$ cat src/rtl/tbd_pkg.sv
package tbd_pkg;
  typedef enum logic [1:0] {
    SEL_TB_LO = 2'd0,
    SEL_TB_HI = 2'd1,
    SEL_DEC   = 2'd2,
    SEL_NONE  = 2'd3
  } tbd_sel_e;
endpackage

$ cat src/rtl/tbd_timebase.sv
module tbd_timebase #(
  parameter int          DW       = 32,
  parameter logic [31:0] RTC_MASK = 32'h3FFF_FF80
) (
  input  logic            clk,
  input  logic            rst,
  input  logic            tick,
  input  logic            rtc_mode,
  input  logic            wr_lo,
  input  logic            wr_hi,
  input  logic [DW-1:0]   wr_data,
  output logic [2*DW-1:0] tb_q
);
  localparam logic [DW-1:0] MASK_W = DW'(RTC_MASK);

  always_ff @(posedge clk) begin
    if (rst) begin
      tb_q <= '0;
    end else if (wr_lo) begin
      tb_q[DW-1:0] <= rtc_mode ? (wr_data & MASK_W) : wr_data;
    end else if (wr_hi) begin
      tb_q[2*DW-1:DW] <= wr_data;
    end else if (tick) begin
      tb_q <= tb_q + 1'b1;
    end
  end

  // a free tick advances the full width by one
  a_r2_tb_step: assert property (@(posedge clk) disable iff (rst)
    (tick && !wr_lo && !wr_hi) |=> (tb_q == $past(tb_q) + 1'b1));
  // an upper write keeps the lower word
  a_r3_hi_keeps_lo: assert property (@(posedge clk) disable iff (rst)
    wr_hi |=> (tb_q[DW-1:0] == $past(tb_q[DW-1:0])));
  // a lower write keeps the upper word
  a_r3_lo_keeps_hi: assert property (@(posedge clk) disable iff (rst)
    wr_lo |=> (tb_q[2*DW-1:DW] == $past(tb_q[2*DW-1:DW])));
endmodule

$ cat src/rtl/tbd_decrementer.sv
module tbd_decrementer #(
  parameter int DW = 32
) (
  input  logic          clk,
  input  logic          rst,
  input  logic          tick,
  input  logic          wr,
  input  logic [DW-1:0] wr_data,
  output logic [DW-1:0] dec_q,
  output logic          evt
);
  localparam int MSB = DW - 1;

  logic expire;
  logic neg_write;

  assign expire    = !wr && tick && (dec_q == '0);
  assign neg_write = wr && wr_data[MSB] && !dec_q[MSB];
  assign evt       = expire || neg_write;

  always_ff @(posedge clk) begin
    if (rst) begin
      dec_q <= '1;
    end else if (wr) begin
      dec_q <= wr_data;
    end else if (tick) begin
      dec_q <= dec_q - 1'b1;
    end
  end

  // a free tick on a non-zero count steps down by one
  a_r4_dec_step: assert property (@(posedge clk) disable iff (rst)
    (tick && !wr && (dec_q != '0)) |=> (dec_q == $past(dec_q) - 1'b1));
  // passing zero reloads all ones
  a_r6_reload: assert property (@(posedge clk) disable iff (rst)
    (tick && !wr && (dec_q == '0)) |=> (&dec_q));
  // a write wins over the tick
  a_r8_write_wins: assert property (@(posedge clk) disable iff (rst)
    wr |=> (dec_q == $past(wr_data)));
endmodule

$ cat src/rtl/tbd_pend_flag.sv
module tbd_pend_flag (
  input  logic clk,
  input  logic rst,
  input  logic evt,
  input  logic clr,
  output logic pend
);
  always_ff @(posedge clk) begin
    if (rst) pend <= 1'b0;
    else     pend <= (pend && !clr) || evt;
  end

  // the flag holds without a clear
  a_r7_sticky: assert property (@(posedge clk) disable iff (rst)
    (pend && !clr) |=> pend);
  // an event beats a simultaneous clear
  a_r7_evt_beats_clr: assert property (@(posedge clk) disable iff (rst)
    evt |=> pend);
endmodule

$ cat src/rtl/timebase_decr.sv
module timebase_decr
  import tbd_pkg::*;
#(
  parameter int          DW       = 32,
  parameter logic [31:0] RTC_MASK = 32'h3FFF_FF80
) (
  input  logic          clk,
  input  logic          rst,
  input  logic          tick_en,
  input  logic          rtc_mode,
  input  logic          wr_en,
  input  logic [1:0]    wr_sel,
  input  logic [DW-1:0] wr_data,
  input  logic [1:0]    rd_sel,
  output logic [DW-1:0] rd_data,
  input  logic          exc_clr,
  output logic          exc_pend
);
  localparam int            TBW    = 2 * DW;
  localparam logic [DW-1:0] MASK_W = DW'(RTC_MASK);

  tbd_sel_e        wsel, rsel;
  logic            wr_lo, wr_hi, wr_dec;
  logic [TBW-1:0]  tb_q;
  logic [DW-1:0]   dec_q;
  logic            dec_evt;
  logic [DW-1:0]   rd_next;

  assign wsel   = tbd_sel_e'(wr_sel);
  assign rsel   = tbd_sel_e'(rd_sel);
  assign wr_lo  = wr_en && (wsel == SEL_TB_LO);
  assign wr_hi  = wr_en && (wsel == SEL_TB_HI);
  assign wr_dec = wr_en && (wsel == SEL_DEC);

  tbd_timebase #(.DW(DW), .RTC_MASK(RTC_MASK)) u_tb (
    .clk(clk), .rst(rst), .tick(tick_en), .rtc_mode(rtc_mode),
    .wr_lo(wr_lo), .wr_hi(wr_hi), .wr_data(wr_data), .tb_q(tb_q)
  );

  tbd_decrementer #(.DW(DW)) u_dec (
    .clk(clk), .rst(rst), .tick(tick_en), .wr(wr_dec),
    .wr_data(wr_data), .dec_q(dec_q), .evt(dec_evt)
  );

  tbd_pend_flag u_pend (
    .clk(clk), .rst(rst), .evt(dec_evt), .clr(exc_clr), .pend(exc_pend)
  );

  always_comb begin
    unique case (rsel)
      SEL_TB_LO: rd_next = rtc_mode ? (tb_q[DW-1:0] & MASK_W) : tb_q[DW-1:0];
      SEL_TB_HI: rd_next = tb_q[TBW-1:DW];
      SEL_DEC:   rd_next = dec_q;
      default:   rd_next = '0;
    endcase
  end

  always_ff @(posedge clk) begin
    if (rst) rd_data <= '0;
    else     rd_data <= rd_next;
  end

  // a masked-mode lower read never shows bits outside the field
  a_r9_rtc_read: assert property (@(posedge clk) disable iff (rst)
    (rtc_mode && rsel == SEL_TB_LO) |=> ((rd_data & ~MASK_W) == '0));
  // a negative write over a positive count raises the request
  a_r5_neg_write: assert property (@(posedge clk) disable iff (rst)
    (wr_dec && wr_data[DW-1] && !dec_q[DW-1]) |=> exc_pend);
  // the unused selector reads zero
  a_r10_none_zero: assert property (@(posedge clk) disable iff (rst)
    (rsel == SEL_NONE) |=> (rd_data == '0));
endmodule

$ cat config.mk
export PLATFORM = sky130hd
export DESIGN_NAME = timebase_decr
export DESIGN_NICKNAME = d
export VERILOG_FILES = /design/src/rtl/tbd_pkg.sv /design/src/rtl/tbd_timebase.sv /design/src/rtl/tbd_decrementer.sv /design/src/rtl/tbd_pend_flag.sv /design/src/rtl/timebase_decr.sv
export SDC_FILE = /design/constraint.sdc
export NUM_CORES = 1
export LEC_CHECK = 0
export CAP_MARGIN = 20
export CORE_ASPECT_RATIO = 0.7
export CORE_UTILIZATION = 47
export DETAILED_ROUTE_END_ITERATION = 16
export DONT_BUFFER_PORTS = 1
export GPL_TIMING_DRIVEN = 0
export PLACE_DENSITY = 0.71
export SYNTH_ARGS = -nofsm -noshare
export SYNTH_HDL_FRONTEND = slang
export SYNTH_HIERARCHICAL = 1
export SYNTH_SLANG_ARGS = --single-unit
$ cat constraint.sdc
create_clock -name clk -period 7.33 [get_ports clk]
set_input_delay 2.199 -clock clk [delete_from_list [all_inputs] [get_ports clk]]
set_output_delay 2.199 -clock clk [all_outputs]
set_load 0.02 [all_outputs]
* Word level (Yosys, flattened, before mapping)
Cells that the tools add are included.
Widths: inputs -> output; s select.
** Storage, ports and cells
- Word-level logic and storage cells :: 43
- Register bits after elaboration :: 129
- Input bits :: 42
- Output and inout bits :: 33
** Operators by class
- Reductions and logical operators :: 21
- Multiplexer cells :: 9
- Eq/ne operators :: 5
- $add $sub $neg :: 2
- Bitwise operators :: 1
** Operators by type and width (count)
- $mux 32 :: 7
- $pmux 32 s3 :: 1
- $add 64x1->64 const B :: 1
- $mux 64 :: 1
- $logic_not 32->1 :: 1
- $sub 32x1->32 const B :: 1
- $logic_and 1x1->1 :: 8
- $reduce_bool 2->1 :: 3
- $eq 2x1->1 const B :: 2
- $eq 2x2->1 const B :: 2
- $logic_not 2->1 :: 2
- $reduce_and 2->1 :: 2
- $logic_not 1->1 :: 3
- $logic_or 1x1->1 :: 2
- $ne 2x1->1 const B :: 1
- $not 1->1 :: 1

* Logic depth before layout (Yosys ltp)
- Depth after elaboration :: 7
- Gate-level depth with buffers :: 9
- Depth with buffers taken out :: 8

* Cells and area by module
Netlist, hierarchy kept.
** Modules (own cells, without submodules)
- tbd_timebase :: area each 4374.2 sq um, cells an instance 598, instances 1
- tbd_decrementer :: area each 1954.4 sq um, cells an instance 249, instances 1
- timebase_decr :: area each 1620.3 sq um, cells an instance 174, instances 1
- tbd_pend_flag :: area each 38.8 sq um, cells an instance 4, instances 1

* Worst setup path after synthesis
Ideal clock, no wire load.
- Path kind :: input-to-reg
- From :: input port wr_en
- To :: register u_tb.tb_q[16]
- Required time :: 7239 ps
- Arrival :: 3990 ps
- Library setup time :: 91 ps
- Stages on the path :: 6
- Path slack :: 3249 ps
- Cells stage by stage :: and3b_1 > nand3b_1 > or3_1 > clkbuf_1 > or4_1 > a311oi_1
** Between the ends
- Word-level cells in the longest chain between the ends :: 3
- Elaborated cells on any way between the ends :: 6
** RTL lines
- start: declaration :: RTL line timebase_decr.sv:11 : input logic wr_en,
- $logic_and 1x1->1 (on tied branches) :: RTL line timebase_decr.sv:32, timebase_decr.sv:31
- $ne 2x1->1 (no source line) / $reduce_bool 2->1 (equally long branches)
- $reduce_and 2->1 (no source line)
- end signal: indexed assignment :: RTL line tbd_timebase.sv:20 : tb_q[DW-1:0] <= rtc_mode ? (wr_data & MASK_W) : wr_data;
- end signal: indexed assignment :: RTL line tbd_timebase.sv:22 : tb_q[2*DW-1:DW] <= wr_data;
- end signal: assignment :: RTL line tbd_timebase.sv:24 : tb_q <= tb_q + 1'b1;
- end: declaration :: RTL line tbd_timebase.sv:12 : output logic [2*DW-1:0] tb_q
Several ways; a longest one is shown, not always the timed one.
A chain may end at the register's enable or synchronous reset.

* Worst setup path in the final report
- From :: input port wr_en
- To :: register u_tb.tb_q[35]
** Between the ends
- Word-level cells in the longest chain between the ends :: 3
- Elaborated cells on any way between the ends :: 6
** RTL lines (RTL line)
- $logic_and 1x1->1 (on tied branches) :: timebase_decr.sv:32, timebase_decr.sv:31
- $reduce_bool 2->1 (no source line) / $not 1->1 (equally long branches)
- $reduce_and 2->1 (no source line)
Several ways; a longest one is shown, not always the timed one.

==> flow_summary.json <==
{
  "insertedDiodeCount": 0,
  "yosys-top-cells-area": "dfxtp_1 (32%), a211oi_1 (7.1%), nand2_1 (4.0%)",
  "worst_path_most_repeated_cell": "clkbuf_1",
  "grt_pass1_vias": 8020,
  "htree_num_levels": 4,
  "hpwlAfterDp_um": 27220,
  "drt_iter0_markers": 1578,
  "synth_seq_area_share_pct": 32.33,
  "cp_slowest_cell": "o21bai_1",
  "criticalPathCategory": "in2reg",
  "setup_viol": 0,
  "fmax_mhz": 209.7,
  "hold_viol_final": 0,
  "grt_max_degree": 17,
  "die_area_sq_um": 17530,
  "die_x_um": 157.8,
  "synth_edf_count": 0,
  "period_needed_ns": 4.769,
  "maxSlewHeadroom_pct": 26.13,
  "place_area_sq_um": 8279,
  "drive_gt1_share_pct": 6.144,
  "post_cts_buffers": 0,
  "ys.flop_type": "dfxtp_1",
  "numCtsBuffers": 17,
  "grt_pass1_wl_um": 52410,
  "synth_cell_types": 70,
  "crit_required_ns": 7.68,
  "yosysTopAreaCell": "dfxtp_1",
  "syn_area_per_cell_sq_um": 7.793,
  "insertion_delay_ns": 0.43,
  "cts_hold_buf": 0,
  "syn_area_sq_um": 7988,
  "post-place-cells": 1252,
  "wl_per_cell_um": 28.10,
  "tightestPinTransition_ns": 1.106,
  "die_h_um": 111.1,
  "fill_cells": 1611,
  "drc": 0,
  "clockBufferDepth": 2,
  "synth_top_area_share_pct": 32.33,
  "path_cells": "and3b_1 > clkbuf_1 > o21bai_1 > clkbuf_1 > clkbuf_1 > a22oi_1 > a31oi_1",
  "cp_max_fo": 10,
  "syn_nets": 1069,
  "timing.final.crit_share_pct": 65.07,
  "slowest_delay_ns": 0.70,
  "routed_wl_um": 36050,
  "cp-end-kind": "flip-flop",
  "synth_commonest_cells": "dfxtp_1 (129), nand2_1 (86), a211oi_1 (76)",
  "grt_usage_pct": 41.25,
  "worst-path-buf-inv": 3,
  "core-area_sq_um": 16440,
  "arrival_ns": 5.12,
  "p_leak_nw": 2.715,
  "cp_top_family": "buffers and inverters",
  "clk_pin_slew_ns": 0.06,
  "vias": 9056,
  "ir_worst_vdd_mv": 0.1157,
  "fin_util_pct": 53.76,
  "clock_skew_ns": 0.008108,
  "io_pins": 75,
  "maxCapViolCount": 0,
  "hold_class": "reg2reg",
  "p_per_area_nw_per_um2": 207.8,
  "cp-start-kind": "primary input",
  "rows": 39,
  "port_buffers": 0,
  "syn_to_final_growth_pct": 10.68,
  "fin_tns_setup_ns": 0,
  "grt_overflow_total": 0,
  "ant_nets": 0,
  "rsz0062_at_grt": "no",
  "ctsRootBufferMaster": "clkbuf_16",
  "routed_via_density": 7.058,
  "syn_inst": 1025,
  "ys_ff_latch": 129,
  "yosysMostFrequentCell": "dfxtp_1",
  "slew_viol_final": 0,
  "place_congestion": 1.009,
  "cts_sinks": 129,
  "start_util_pct": 48.57,
  "dr.pass1.iters": 6,
  "final_nets": 1090,
  "cts_tree": "yes",
  "yosys_warnings": 6,
  "antenna_found_initial": 1,
  "status": "finished, final reports clean",
  "fin_cells": 1283,
  "final_area_sq_um": 8841,
  "async_flop_share_pct": 0,
  "cts_resized": 0
}
-- cell families after synthesis --
kind of cell / after synthesis / share of synthesized area [%]
mux: 8 / 1.003
buf+inv: 98 / 5.122
xor+xnor: 32 / 3.509
fa+ha+maj: 2 / 0.3132
simple gates: 502 / 35.18
compound gates: 254 / 22.54
flops: 129 / 32.33
-- routing by layer --
| metal | share of wire, % | global-route usage, % |
|---|---|---|
| met1 | 42 | 60.97 |
| met2 | 38 | 52.89 |
| met3 | 16 | 13.21 |
| met4 | 4.9 | 18.64 |
| met5 | 0 | 0 |
-- worst register-to-register path, delay by kind of cell, from the launching register on --
kind            cells  cell delay, ns
simple gates        4            1.53
compound gates      1            0.41
flops               1            0.62
fa+ha+maj           1            0.23
buf+inv             2            0.72
-- through the flow --
| stage | hold slack, ns | total power, mW | worst slack, ns |
|---|---|---|---|
| after floorplan | 0.4571 | 0.9295 | 3.249 |
| after global placement | 0.5056 | 1.004 | 2.418 |
| after global routing | 0.5461 | 1.885 | 2.600 |
| after detailed placement | 0.5123 | 1.005 | 2.435 |
| final | 0.5194 | 1.837 | 2.561 |
| after CTS | 0.5210 | 1.822 | 2.868 |
-- layout by cell type, fill, tap and decap left out, drive strengths merged, types with 13 or more instances in the layout --
cell type / n
nor2b: 28
inv: 19
or4: 27
a211oi: 76
a31oi: 26
nand4: 35
xnor2: 22
and3: 29
and4: 16
nor3: 48
clkbuf: 88
nand3: 37
o21ai: 24
a21oi: 37
or3: 29
nand2: 87
dfxtp: 129
nor4: 36
nor2: 62
o211ai: 16
nand2b: 37
a22oi: 13
-- sequential cells by signal, summed over array words and instances (netlist names) --
signal	count
u_pend/pend	1
u_tb/tb_q	64
u_dec/dec_q	32
rd_data	32
-- final cells by class --
| class | count | area [sq um] | share of cell area [%] |
|---|---|---|---|
| multi-input combinational | 798 | 4996 | 56.51 |
| sequential | 129 | 2582 | 29.21 |
| clock buffer | 19 | 452.9 | 5.123 |
| buffer | 79 | 337.8 | 3.821 |
| tap | 225 | 281.5 | 3.184 |
| clock inverter | 12 | 108.9 | 1.231 |
| inverter | 19 | 71.32 | 0.8067 |
| timing repair buffer | 2 | 10.01 | 0.1132 |
-- report_power, final --
part           leakage, nW  switching (mW)  total (mW)  internal, mW
Combinational         1.39           0.125       0.193        0.0683
Clock                0.264           0.349       0.832         0.482
Sequential            1.06          0.0721       0.812         0.740
Total                 2.72           0.546        1.84          1.29
-- final timing paths --
check	depth (start not counted)	slack, ns	endpoint	startpoint
setup / recovery	7	2.56	u_tb/tb_q[35]	wr_en
hold / removal	2	0.52	u_dec/dec_q[20]	u_dec/dec_q[20]
setup reg to reg	8	3.72	u_tb/tb_q[54]	u_tb/tb_q[0]
hold reg to reg	2	0.52	u_dec/dec_q[20]	u_dec/dec_q[20]
Power figures use the tool's default switching activity.
